### config.mk
export PLATFORM = sky130hd
export DESIGN_NAME = eeprom_status_guard
export DESIGN_NICKNAME = d
export VERILOG_FILES = /design/src/rtl/esg_pkg.sv /design/src/rtl/esg_protect_map.sv /design/src/rtl/esg_write_timer.sv /design/src/rtl/esg_bp_store.sv /design/src/rtl/eeprom_status_guard.sv
export SDC_FILE = /design/constraint.sdc
export NUM_CORES = 1
export LEC_CHECK = 0
export ABC_AREA = 1
export BUFFER_PORTS_ARGS = -buffer_cell sky130_fd_sc_hd__buf_2
export CAP_MARGIN = 15
export CORE_AREA = 2 2 52 54
export DETAILED_ROUTE_END_ITERATION = 12
export DIE_AREA = 0 0 54 56
export GPL_TIMING_DRIVEN = 0
export SETUP_SLACK_MARGIN = 0.4
export SLEW_MARGIN = 15
export SYNTH_ARGS = -nofsm -noshare
export SYNTH_HDL_FRONTEND = slang
export SYNTH_SLANG_ARGS = --single-unit
### constraint.sdc
create_clock -name clk -period 2 [get_ports clk]
set_input_delay 0 -clock clk [delete_from_list [all_inputs] [get_ports clk]]
set_output_delay 0 -clock clk [all_outputs]
set_load 0.03 [all_outputs]
### src/rtl/esg_pkg.sv
// Package: shared types for the EEPROM status guard.
// Assumes the BP field is two bits wide, as the status byte layout demands.
package esg_pkg;

    // Size of the protected slice at the top of the array
    typedef enum logic [1:0] {
        PROT_NONE    = 2'b00,
        PROT_QUARTER = 2'b01,
        PROT_HALF    = 2'b10,
        PROT_ALL     = 2'b11
    } prot_mode_e;

    localparam logic [3:0] STATUS_FILL = 4'b1111;

endpackage

### src/rtl/esg_protect_map.sv
// Module: esg_protect_map
// Decides whether an address falls in the slice that the BP mode protects.
// Assumes ADDR_W >= 2. Purely combinational.
module esg_protect_map
    import esg_pkg::*;
#(
    parameter int ADDR_W = 7
) (
    input  prot_mode_e          mode,
    input  logic [ADDR_W-1:0]   addr,
    output logic                hit
);
    localparam int TOP = ADDR_W - 1;

    // Compare the upper address bits against the selected slice
    always_comb begin
        unique case (mode)
            PROT_NONE:    hit = 1'b0;
            PROT_QUARTER: hit = addr[TOP] & addr[TOP-1];
            PROT_HALF:    hit = addr[TOP];
            PROT_ALL:     hit = 1'b1;
            default:      hit = 1'b1;
        endcase
    end
endmodule

### src/rtl/esg_write_timer.sv
// Module: esg_write_timer
// Stand-in for the memory write engine: after start it stays busy for
// CYCLES clock cycles and pulses done during the last one.
// Assumes start only arrives while idle. Synchronous active-low reset.
module esg_write_timer #(
    parameter int CYCLES = 4
) (
    input  logic clk,
    input  logic rst_n,
    input  logic start,
    output logic busy,
    output logic done
);
    localparam int CNT_W = $clog2(CYCLES + 1);
    localparam logic [CNT_W-1:0] LOAD = CNT_W'(CYCLES);
    localparam logic [CNT_W-1:0] LAST = CNT_W'(1);

    logic [CNT_W-1:0] cnt_q;

    // Count remaining cycles of the write
    always_ff @(posedge clk) begin
        if (!rst_n)
            cnt_q <= '0;
        else if (start)
            cnt_q <= LOAD;
        else if (cnt_q != '0)
            cnt_q <= cnt_q - LAST;
    end

    assign busy = (cnt_q != '0);
    assign done = (cnt_q == LAST);

    AST_DONE_WHILE_BUSY: assert property (@(posedge clk) disable iff (!rst_n)
        done |-> busy);
    AST_DONE_ENDS_BUSY: assert property (@(posedge clk) disable iff (!rst_n)
        (done && !start) |=> !busy);
endmodule

### src/rtl/esg_bp_store.sv
// Module: esg_bp_store
// Holds the two block-protect bits. Models nonvolatile storage: no reset
// input, the power-up value comes from INIT, and only load changes it.
module esg_bp_store #(
    parameter logic [1:0] INIT = 2'b00
) (
    input  logic       clk,
    input  logic       load,
    input  logic [1:0] load_val,
    output logic [1:0] bp
);
    logic [1:0] bp_q = INIT;

    // Take a new BP value when the status write completes
    always_ff @(posedge clk) begin
        if (load)
            bp_q <= load_val;
    end

    assign bp = bp_q;
endmodule

### src/rtl/eeprom_status_guard.sv
// Module: eeprom_status_guard (top)
// Keeps the status byte of a serial EEPROM and gates write-type commands.
// Assumes: command strobes are single-cycle and at most one is high per
// cycle; rst_n is the synchronous power-on / brown-out reset.
module eeprom_status_guard
    import esg_pkg::*;
#(
    parameter int         ADDR_W       = 7,
    parameter int         WRITE_CYCLES = 4,
    parameter logic [1:0] BP_INIT      = 2'b00
) (
    input  logic              clk,
    input  logic              rst_n,
    input  logic              cmd_wren,
    input  logic              cmd_wrdi,
    input  logic              cmd_rdsr,
    input  logic              cmd_wrsr,
    input  logic              cmd_write,
    input  logic [7:0]        wrsr_data,
    input  logic [ADDR_W-1:0] wr_addr,
    input  logic              wp_n,
    input  logic              lock_en,
    output logic [7:0]        status_byte,
    output logic              write_accept,
    output logic              wip
);
    logic       wel_q;
    logic       accept_q;
    logic       pend_sr_q;
    logic [1:0] pend_bp_q;
    logic [1:0] bp;
    logic       prot_hit;
    logic       eng_busy;
    logic       eng_done;
    logic       idle;
    logic       hw_lock;
    logic       acc_write;
    logic       acc_wrsr;
    logic       start;
    logic       rdsr_seen;

    // Status read needs no state change; it is only decoded here
    assign rdsr_seen = cmd_rdsr;

    esg_protect_map #(.ADDR_W(ADDR_W)) u_map (
        .mode (prot_mode_e'(bp)),
        .addr (wr_addr),
        .hit  (prot_hit)
    );

    esg_write_timer #(.CYCLES(WRITE_CYCLES)) u_timer (
        .clk   (clk),
        .rst_n (rst_n),
        .start (start),
        .busy  (eng_busy),
        .done  (eng_done)
    );

    esg_bp_store #(.INIT(BP_INIT)) u_bp (
        .clk      (clk),
        .load     (eng_done && pend_sr_q && rst_n),
        .load_val (pend_bp_q),
        .bp       (bp)
    );

    // Command qualification
    assign idle      = !eng_busy;
    assign hw_lock   = !wp_n && lock_en;
    assign acc_write = idle && wel_q && cmd_write && !prot_hit;
    assign acc_wrsr  = idle && wel_q && cmd_wrsr && !rdsr_seen;
    assign start     = acc_write || acc_wrsr;

    // Write-enable latch: clear events take priority over a set
    always_ff @(posedge clk) begin
        if (!rst_n)
            wel_q <= 1'b0;
        else if (!wp_n || eng_done)
            wel_q <= 1'b0;
        else if (idle && cmd_wrdi)
            wel_q <= 1'b0;
        else if (idle && cmd_wren)
            wel_q <= 1'b1;
    end

    // One-cycle pulse for an accepted array write
    always_ff @(posedge clk) begin
        if (!rst_n)
            accept_q <= 1'b0;
        else
            accept_q <= acc_write;
    end

    // Capture the BP value a status write will commit on completion
    always_ff @(posedge clk) begin
        if (!rst_n) begin
            pend_sr_q <= 1'b0;
            pend_bp_q <= 2'b00;
        end else if (acc_wrsr) begin
            pend_sr_q <= 1'b1;
            pend_bp_q <= hw_lock ? bp : wrsr_data[3:2];
        end else if (acc_write) begin
            pend_sr_q <= 1'b0;
        end
    end

    assign wip          = eng_busy;
    assign write_accept = accept_q;
    assign status_byte  = {STATUS_FILL, bp, wel_q, eng_busy};

    AST_WEL_SET_BY_WREN: assert property (@(posedge clk) disable iff (!rst_n)
        (wel_q && !$past(wel_q)) |-> $past(cmd_wren));
    AST_WP_LOW_DROPS_WEL: assert property (@(posedge clk) disable iff (!rst_n)
        !wp_n |=> !wel_q);
    AST_BUSY_NEEDS_WEL: assert property (@(posedge clk) disable iff (!rst_n)
        (wip && !$past(wip)) |-> $past(wel_q));
    AST_BP_ONLY_AT_END: assert property (@(posedge clk) disable iff (!rst_n)
        !wip |=> $stable(bp));
    AST_ACCEPT_IS_BUSY: assert property (@(posedge clk) disable iff (!rst_n)
        write_accept |-> (wip && !$past(wip)));
    AST_RESET_KEEPS_BP: assert property (@(posedge clk)
        !rst_n |=> $stable(bp));
    AST_BUSY_IGNORES_WREN: assert property (@(posedge clk) disable iff (!rst_n)
        (wip && !wel_q) |=> !wel_q);
endmodule

==> results of run 1 <==
-- worst min path at each step --
stage,start,to,slack (ns),cells past startpoint
3_5_place_dp,cmd_wrdi,wel_q,0.20,2
3_3_place_gp,cmd_wrdi,wel_q,0.19,2
4_1_cts,wr_addr[6],write_accept,0.04,4
2_1_floorplan,cmd_wrdi,wel_q,0.1,1
6_report,wr_addr[6],write_accept,0.05,4
5_1_grt,wr_addr[6],write_accept,0.06,4
-- power breakdown --
| part | switching [mW] | internal [mW] |
|---|---|---|
| Combinational | 0.256 | 0.185 |
| Sequential | 0.0220 | 0.239 |
| Clock | 0.0732 | 0.111 |
| Total | 0.351 | 0.535 |
-- per-stage QoR --
step / setup WS, ns / area, um2 / std cells / total power [mW]
after floorplan: 0.6643 / 601.8 / 80 / 0.6128
after global placement: 0.6057 / 724.4 / 127 / 0.6867
after detailed placement: 0.5829 / 724.4 / 127 / 0.6943
after CTS: 0.4038 / 790.8 / 134 / 0.8905
after global routing: 0.4172 / 794.5 / 134 / 0.9745
final: 0.5058 / 794.5 / 134 / 0.8861
-- final cells by class --
type,count,area (um2),area share
sequential,10,221.5,0.2787
multi-input combinational,49,269.0,0.3386
tap,30,37.54,0.04724
buffer,8,63.81,0.08031
clock buffer,4,36.28,0.04567
timing repair buffer,20,117.6,0.1480
inverter,13,48.80,0.06142
-- synth_stat cells --
master | instances | area share
a211oi_1 | 1 | 0.013
xor2_1 | 1 | 0.015
nand4_4 | 1 | 0.036
o21ai_0 | 3 | 0.025
dfxtp_1 | 8 | 0.27
nand3_1 | 5 | 0.042
inv_1 | 13 | 0.083
buf_4 | 7 | 0.089
nand3_2 | 1 | 0.017
conb_1 | 1 | 0.0063
ha_1 | 4 | 0.085
nor2_2 | 1 | 0.011
nor2_1 | 9 | 0.057
edfxtp_1 | 2 | 0.10
a21oi_1 | 2 | 0.017
nand2_1 | 16 | 0.10
buf_6 | 1 | 0.019
nand2_2 | 1 | 0.011
-- kinds of logic after synthesis --
| family | Yosys count | share of synthesized area |
|---|---|---|
| and+or+nand+nor | 34 | 0.2754 |
| buffers and inverters | 21 | 0.1907 |
| DFF | 10 | 0.3729 |
| AOI/OAI and AO/OA | 6 | 0.05508 |
| adders and majority gates | 4 | 0.08475 |
| xor gates and xnor gates | 1 | 0.01483 |
| other | 1 | 0.006350 |
-- routing by layer --
layer | GRT usage | vias to the layer above | share of wire
met2 | 0.1132 | 24 | 0.37
li1 | - | 276 | -
met5 | 0 | - | 0
met4 | 0.06429 | 0 | 0.026
met1 | 0.09688 | 207 | 0.50
met3 | 0.03226 | 3 | 0.10
-- timing repair --
| action | in CTS | in global routing |
|---|---|---|
| hold buffers | 3 | 0 |
| endpoints found under the hold margin | 2 | 0 |
| gates resized for setup | 0 | 3 |
| endpoints found under the setup margin | 0 | 1 |
-- flip-flops by register name, indices dropped and copies added (netlist names) --
| signal | count |
|---|---|
| wel_q | 1 |
| pend_bp_q | 2 |
| u_bp.bp | 2 |
| write_accept | 1 |
| u_timer.cnt_q | 3 |
| pend_sr_q | 1 |
-- tightest hold or removal path, delay by kind of cell --
family        cells  cell delay [ns]
buf+inv           1             0.08
simple gates      3             0.21
==> key figures, run 1 <==
Timing
  • Slew Limit Fails: 0
  • Hold_ws: 0.05137 ns
  • Period utilization: 0.7471
  • Final hold violations: 0
  • Setup violators final: 0
  • FMAX: 669.2 MHz
  • Final min period: 1.494 ns
  • Sum Neg Setup Slack: 0 ns
  • Final clock skew: 0.004437 ns
  • Unrepaired setup endpoints after global routing: no

Critical path
  • Critical path depth: 7
  • R2R depth: 8
  • Max incr delay on CP: 0.35 ns
  • CP Capture Type: output pin
  • FF-to-FF End: u_timer.cnt_q[2]
  • R2R Setup Slk: 0.63 ns
  • Crit path launch: u_timer.cnt_q[0]
  • CP Launch Type: register
  • CP Data Arrival Time: 1.49 ns
  • Worst setup path class: reg -> out
  • Crit Path Max Fanout: 10
  • Worst setup path endpoint: status_byte[0]
  • Slowest CP cell: dfxtp_2
  • Critical path's top delay family: buffers and inverters
  • RR Startpoint: u_timer.cnt_q[0]
  • CP cell instances: inv_1, ha_1, ha_1, buf_6, inv_1, buf_4, buf_4
  • Buf/Inv on CP: 5
  • CP required: 2.00 ns

Floorplan
  • Die Width: 54 um
  • Top-level I/O count: 34
  • Core area: 2432 um2
  • Die area: 3024 um2
  • Row count: 18
  • Die height: 56 um
  • Initial Util: 0.2428

Power and ir drop
  • Max VDD drop: 529.6 uV
  • Pwr Density: 1115 nW/um2
  • Leakage: 0.4236 nW

Drt
  • Total number of vias: 510
  • WL/cell: 8.201 um
  • Routed Antenna Nets: 0
  • First-pass detailed-route iteration total: 3
  • Final WL: 1099 um
  • Detailed router's first-iteration violation count: 5
  • # DRC: 0
  • Vias per inst: 3.806

Finish
  • Share of layout cells above drive strength 1: 0.3269
  • Fillers: 281
  • Most frequent cells in the layout: 16 x nand2_1, 16 x buf_2, 13 x inv_1, 9 x nor2_1, 8 x buf_4
  • Synth-to-Final Area Change: 34.53%
  • Final #Nets: 133
  • Diodes inserted: 0
  • Finished Core Util: 0.3266

Clock tree
  • Clk slew on worst S/H paths: 0.07 ns
  • Root Driver: clkbuf_4
  • Clock Tree Buf Depth: 2
  • H-tree depth: 1
  • CTS Sinks: 10
  • CTS buffer count: 3
  • Clk_lat worst skew: 0.27 ns
  • CTS tree: done
  • Post-CTS Setup Inserts: 0

Global routing
  • Initial antenna violation count: 0
  • Vias in the first global route: 432
  • Global-route usage over all layers: 0.08178
  • Largest net degree at the start of global routing: 11
  • First-pass GRT wire length: 1711 um
  • Total global routing overflow: 0

Placed design
  • Port bufs: 17
  • HPWL after DPL: 828.4 um
  • GP Congestion: 0.7353

Hold path
  • Hold Path Class: in -> reg

Synthesis
  • Cells after Synth: 77
  • Number of synthesis warnings: 0
  • Mean cell area of the mapped netlist: 7.670 um2
  • Sequential share of the synthesized area: 0.3729
  • Synthesized area: 590.6 um2
  • Netlist cell types: 18
  • Synth Register Bits: 10

Job
  • MaxCap Viol Count: 0

Status
  • Status: completed
No activity file was read; power rests on OpenSTA's default activity.
==> run 2, diff against run 1 <==
Clock period 2 ns to 1.3 ns, I/O delays scaled along.
==> key figures, run 2 (same netlist as run 1, synthesis figures left out) <==
Status
  • Failing checks: setup timing
  • Status: complete, but fails checks (was completed)

Finish
  • Max reg flops: 3 (unchanged)
  • Share of layout cells above drive strength 1: 0.5091 (was 0.3269)
  • Finished Cell Area: 959.7 um2 (was 794.5 um2)
  • Final #Nets: 139 (was 133)
  • Fillers: 242 (was 281)
  • Synth-to-Final Area Change: 62.50% (was 34.53%)
  • Commonest non-fill, non-tap cell in the layout: nand2_1
  • Area of the multi-input gates: 346.6 um2 (was 269.0 um2)
  • Storage element area: 226.5 um2 (was 221.5 um2)
  • Most flops, register: u_timer.cnt_q (unchanged)
  • Most frequent cells in the layout: 15 x nand2_1, 12 x buf_2, 10 x buf_4, 9 x inv_1, 8 x buf_6 (was 16 x nand2_1, 16 x buf_2, 13 x inv_1, 9 x nor2_1, 8 x buf_4)
  • Diodes inserted: 0 (unchanged)

Global routing
  • First-pass GRT wire length: 1807 um (was 1711 um)
  • Vias in the first global route: 470 (was 432)
  • Largest net degree at the start of global routing: 9 (was 11)
  • Global-route usage over all layers: 0.08550 (was 0.08178)
  • Total global routing overflow: 0 (unchanged)
  • Initial antenna violation count: 0 (unchanged)

Drt
  • Vias per inst: 3.979 (was 3.806)
  • Routed Antenna Nets: 0 (unchanged)
  • First-pass detailed-route iteration total: 4 (was 3)
  • Total number of vias: 557 (was 510)
  • Final WL: 1274 um (was 1099 um)
  • WL/cell: 9.100 um (was 8.201 um)
  • Detailed router's first-iteration violation count: 7 (was 5)
  • # DRC: 0 (unchanged)

Clock tree
  • CTS buffer count: 3 (unchanged)
  • Clk_lat worst skew: 0.27 ns (about the same)
  • Clk slew on worst S/H paths: 0.06 ns (was 0.07 ns)
  • Root Driver: clkbuf_4 (unchanged)
  • Clock Tree Buf Depth: 2 (unchanged)
  • H-tree depth: 1 (unchanged)
  • CTS tree: done (unchanged)
  • CTS Sinks: 10 (unchanged)

Critical path
  • RR Startpoint: u_timer.cnt_q[1] (was u_timer.cnt_q[0])
  • CP Capture Type: output pin (unchanged)
  • CP required: 1.30 ns (was 2.00 ns)
  • R2R depth: 9 (was 8)
  • Worst setup path endpoint: status_byte[0] (unchanged)
  • FF-to-FF End: pend_bp_q[1] (was u_timer.cnt_q[2])
  • Critical path's top delay family: buffers and inverters (unchanged)
  • CP cell instances: inv_2, ha_4, ha_4, buf_8, clkinvlp_4, buf_6, buf_6 (was inv_1, ha_1, ha_1, buf_6, inv_1, buf_4, buf_4)
  • Crit Path Max Fanout: 4 (was 10)
  • Critical path depth: 7 (unchanged)
  • CP Data Arrival Time: 1.36 ns (was 1.49 ns)
  • Crit path launch: u_timer.cnt_q[1] (was u_timer.cnt_q[0])
  • CP Launch Type: register (unchanged)
  • Max incr delay on CP: 0.32 ns (was 0.35 ns)
  • Buf/Inv on CP: 5 (unchanged)
  • R2R Setup Slk: -0.04 ns (was 0.63 ns)
  • Worst setup path class: reg -> out (unchanged)
  • Slowest CP cell: dfxtp_2 (unchanged)

Placed design
  • HPWL after DPL: 890.4 um (was 828.4 um)
  • Port bufs: 17 (unchanged)
  • Post-DP Area: 760.7 um2 (was 724.4 um2)
  • GP Congestion: 0.6899 (was 0.7353)

Power and ir drop
  • P_int: 1.099 mW (was 0.5351 mW)
  • Max VDD drop: 1800 uV (was 529.6 uV)
  • Reg power frac: 0.224 (was 0.295)
  • Net Sw Frac: 0.3994 (was 0.3962)
  • Leakage: 0.4719 nW (was 0.4236 nW)
  • Logic pwr share: 0.652 (was 0.498)
  • Pwr Total: 1.830 mW (was 0.8861 mW)
  • Clock power frac: 0.124 (was 0.208)
  • Pwr Density: 1907 nW/um2 (was 1115 nW/um2)
  • Switch Pwr: 0.7310 mW (was 0.3511 mW)

Timing
  • Unrepaired setup endpoints after global routing: yes (was no)
  • Final hold violations: 0 (unchanged)
  • FMAX: 737.2 MHz
  • Final min period: 1.356 ns
  • Slew Limit Fails: 0 (unchanged)
  • Post-route setup slack: -0.05646 ns (was 0.5058 ns)
  • Setup violators final: 5 (was 0)
  • Sum Neg Setup Slack: -0.1318 ns (was 0 ns)
  • Period utilization: 1.043
  • Final clock skew: 0.001764 ns (was 0.004437 ns)

Floorplan
  • Top-level I/O count: 34 (unchanged)
  • Die area: 3024 um2 (unchanged)
  • Core area: 2432 um2 (unchanged)
  • Die Width: 54 um (unchanged)
  • Die height: 56 um (unchanged)
  • Initial Util: 0.2428 (unchanged)
  • Row count: 18 (unchanged)

Job
  • MaxCap Viol Count: 0 (unchanged)

Hold path
  • Hold Path Class: in -> reg (unchanged)
[run 2: per-stage QoR]
step                instances  worst slack [ns]  hold slack, ns  utilization
floorplan                  80           0.04769         0.09658            -
global placement          127          -0.02713          0.1874       0.3128
detailed placement        127          -0.03869          0.2009       0.3128
CTS                       139          -0.04162         0.04616       0.3781
global route              140           -0.1065         0.05825       0.3945
finish                    140          -0.05646         0.05702       0.3945
[run 2: worst reg2reg max path: cells and delay by family (launching register included)]
kind	cells	cell delay (ns)
buffers and inverters	3	0.29
and+or+nand+nor	4	0.38
adders and majority gates	2	0.28
DFF	1	0.32
[run 2: repair_timing]
item | CTS | global route
endpoints found under the hold margin | 2 | 0
endpoints found under the setup margin | 14 | 15
hold buffers | 3 | 0
setup buffers | 5 | 1
pin swaps | 5 | 9
resized for setup | 18 | 12
[run 2: power by group through the flow]
| stage | clock, mW | combinational (mW) | sequential (mW) |
|---|---|---|---|
| floorplan | 0 | 0.671 | 0.407 |
| finish | 0.227 | 1.19 | 0.410 |
| global route | 0.249 | 1.30 | 0.413 |
| detailed placement | 0 | 0.799 | 0.414 |
| CTS | 0.237 | 1.07 | 0.407 |
| global placement | 0 | 0.792 | 0.409 |
[run 2: per-layer routing]
metal / track usage / share of wire / up-vias
li1: - / - / 291
met1: 0.09195 / 0.42 / 242
met2: 0.1307 / 0.49 / 20
met3: 0.01613 / 0.061 / 4
met4: 0.08571 / 0.028 / 0
met5: 0 / 0 / -
[run 2: cell type report]
cell class / instances / share of cell area
Inverter: 13 / 0.05476
Tap cell: 30 / 0.03911
Sequential cell: 10 / 0.2360
Multi-Input combinational cell: 49 / 0.3611
Clock buffer: 4 / 0.02738
Timing Repair Buffer: 26 / 0.2034
Buffer: 8 / 0.07823
[run 2: how the worst min path moves through the flow]
stage | start | to | slack [ns] | depth (start not counted)
final | cmd_wren | wel_q | 0.06 | 3
after CTS | cmd_wren | wel_q | 0.05 | 3
after global routing | cmd_wren | wel_q | 0.06 | 3
after detailed placement | cmd_wrdi | wel_q | 0.20 | 2
after floorplan | cmd_wrdi | wel_q | 0.1 | 1
after global placement | cmd_wrdi | wel_q | 0.19 | 2
==> run 3, diff against run 2 <==
Clock period 1.3 ns to 1.5 ns, I/O delays scaled along.
==> key figures, run 3 (same netlist as run 1, synthesis figures left out) <==
Timing
  • Final min period: 1.360 ns
  • FMAX: 735.3 MHz
  • Unrepaired setup endpoints after global routing: yes (unchanged)
  • Period utilization: 0.9066
  • Final clock skew: 0.001789 ns (was 0.001764 ns)
  • Sum Neg Setup Slack: 0 ns (was -0.1318 ns)
  • Slew Limit Fails: 0 (unchanged)
  • Post-route setup slack: 0.1400 ns (was -0.05646 ns)
  • Final hold violations: 0 (unchanged)
  • Setup violators final: 0 (was 5)

Critical path
  • Slowest CP cell: dfxtp_1 (was dfxtp_2)
  • CP required: 1.50 ns (was 1.30 ns)
  • CP Capture Type: output pin (unchanged)
  • CP Data Arrival Time: 1.36 ns (about the same)
  • Worst setup path class: reg -> out (unchanged)
  • Buf/Inv on CP: 5 (unchanged)
  • Critical path's top delay family: buffers and inverters (unchanged)
  • Max incr delay on CP: 0.31 ns (was 0.32 ns)
  • CP cell instances: inv_1, ha_4, buf_8, clkinvlp_4, buf_6, buf_6 (was inv_2, ha_4, ha_4, buf_8, clkinvlp_4, buf_6, buf_6)
  • Crit Path Max Fanout: 4 (unchanged)
  • Most used cell along the critical path: buf_6
  • CP Launch Type: register (unchanged)

Drt
  • # DRC: 0 (unchanged)
  • Vias per inst: 4.022 (was 3.979)
  • WL/cell: 9.701 um (was 9.100 um)
  • Routed Antenna Nets: 0 (unchanged)
  • Final WL: 1329 um (was 1274 um)
  • Detailed router's first-iteration violation count: 11 (was 7)
  • Total number of vias: 551 (was 557)
  • First-pass detailed-route iteration total: 4 (unchanged)

Finish
  • Most flops, register: u_timer.cnt_q (unchanged)
  • Share of layout cells above drive strength 1: 0.4860 (was 0.5091)
  • Max reg flops: 3 (unchanged)
  • Finished Core Util: 0.3771 (was 0.3945)
  • Synth-to-Final Area Change: 55.30% (was 62.50%)
  • Most frequent cells in the layout: 15 x nand2_1, 15 x buf_2, 10 x inv_1, 9 x buf_4, 7 x nor2_1 (was 15 x nand2_1, 12 x buf_2, 10 x buf_4, 9 x inv_1, 8 x buf_6)
  • Diodes inserted: 0 (unchanged)
  • Finished Cell Area: 917.1 um2 (was 959.7 um2)
  • Final #Nets: 136 (was 139)

Global routing
  • Largest net degree at the start of global routing: 9 (unchanged)
  • Vias in the first global route: 494 (was 470)
  • Total global routing overflow: 0 (unchanged)
  • Global-route usage over all layers: 0.09144 (was 0.08550)
  • First-pass GRT wire length: 1994 um (was 1807 um)
  • Initial antenna violation count: 0 (unchanged)

Floorplan
  • Row count: 18 (unchanged)
  • Initial Util: 0.2428 (unchanged)
  • Core area: 2432 um2 (unchanged)
  • Die height: 56 um (unchanged)
  • Die area: 3024 um2 (unchanged)
  • Top-level I/O count: 34 (unchanged)
  • Die Width: 54 um (unchanged)

Clock tree
  • Clock Tree Buf Depth: 2 (unchanged)
  • Root Driver: clkbuf_4 (unchanged)
  • CTS buffer count: 3 (unchanged)
  • Clk slew on worst S/H paths: 0.07 ns (was 0.06 ns)
  • H-tree depth: 1 (unchanged)
  • CTS tree: done (unchanged)
  • CTS Sinks: 10 (unchanged)
  • Clk_lat worst skew: 0.26 ns (was 0.27 ns)

Placed design
  • Post-DP Area: 758.2 um2 (was 760.7 um2)
  • GP Congestion: 0.6966 (was 0.6899)
  • Worst slack at placement: 0.1483 ns (was -0.03869 ns)
  • Port bufs: 17 (unchanged)

Power and ir drop
  • Pwr Density: 1702 nW/um2 (was 1907 nW/um2)
  • Pwr Total: 1.561 mW (was 1.830 mW)
  • Net Sw Frac: 0.3997 (was 0.3994)
  • Switch Pwr: 0.6239 mW (was 0.7310 mW)
  • Max VDD drop: 1589 uV (was 1800 uV)
  • Logic pwr share: 0.653 (was 0.652)
  • Clock power frac: 0.121 (was 0.124)
  • Leakage: 0.4470 nW (was 0.4719 nW)
  • P_int: 0.9370 mW (was 1.099 mW)
  • Reg power frac: 0.226 (was 0.224)

Job
  • MaxCap Viol Count: 0 (unchanged)

Hold path
  • Hold Path Class: in -> reg (unchanged)

Status
  • Status: completed (was complete, but fails checks)
[run 3: timing repair]
item                                    4_1_cts  5_1_grt
endpoints found under the setup margin       10       13
setup buffers                                 4        0
resized for setup                             8       10
pin swaps                                     5        2
hold endpoints to repair                      1        0
hold buffers                                  2        0
[run 3: metrics by stage]
step	instances	hold WS, ns
global placement	127	0.1924
finish	137	0.001678
global route	137	0.01904
floorplan	80	0.09656
detailed placement	127	0.2037
CTS	137	0.002330
[run 3: power groups by stage]
stage / combinational, mW / clock (mW) / sequential (mW)
final: 1.02 / 0.189 / 0.352
after global routing: 1.12 / 0.217 / 0.354
after global placement: 0.683 / 0 / 0.354
after floorplan: 0.580 / 0 / 0.353
after CTS: 0.937 / 0.196 / 0.349
after detailed placement: 0.694 / 0 / 0.358
[run 3: final cells by class]
class                      instances  area [um2]
fill                             259        1515
multi-input combinational         49       349.1
sequential                        10       224.0
timing repair buffer              23       156.4
buffer                             8       71.32
inverter                          13       52.55
tap                               30       37.54
clock buffer                       3       22.52
clock inverter                     1       3.754
[run 3: worst paths after layout]
check	slack, ns	to	start	cells past startpoint
setup / recovery	0.14	status_byte[0]	u_timer.cnt_q[2]	6
hold / removal	0.002	u_timer.cnt_q[2]	rst_n	3
setup reg to reg	0.17	u_timer.cnt_q[2]	u_timer.cnt_q[1]	9
hold reg to reg	0.43	u_bp.bp[1]	pend_bp_q[1]	0
[run 3: tightest hold or removal path: cells and delay by family]
kind	cells	cell delay, ns
buf+inv	2	0.17
simple gates	1	0.06
[run 3: per-layer routing]
| metal | up-vias | GRT usage | share of wire |
|---|---|---|---|
| li1 | 284 | - | - |
| met1 | 242 | 0.09720 | 0.41 |
| met2 | 23 | 0.1585 | 0.50 |
| met3 | 2 | 0.01075 | 0.081 |
| met4 | 0 | 0.06429 | 0.016 |
| met5 | - | 0 | 0 |
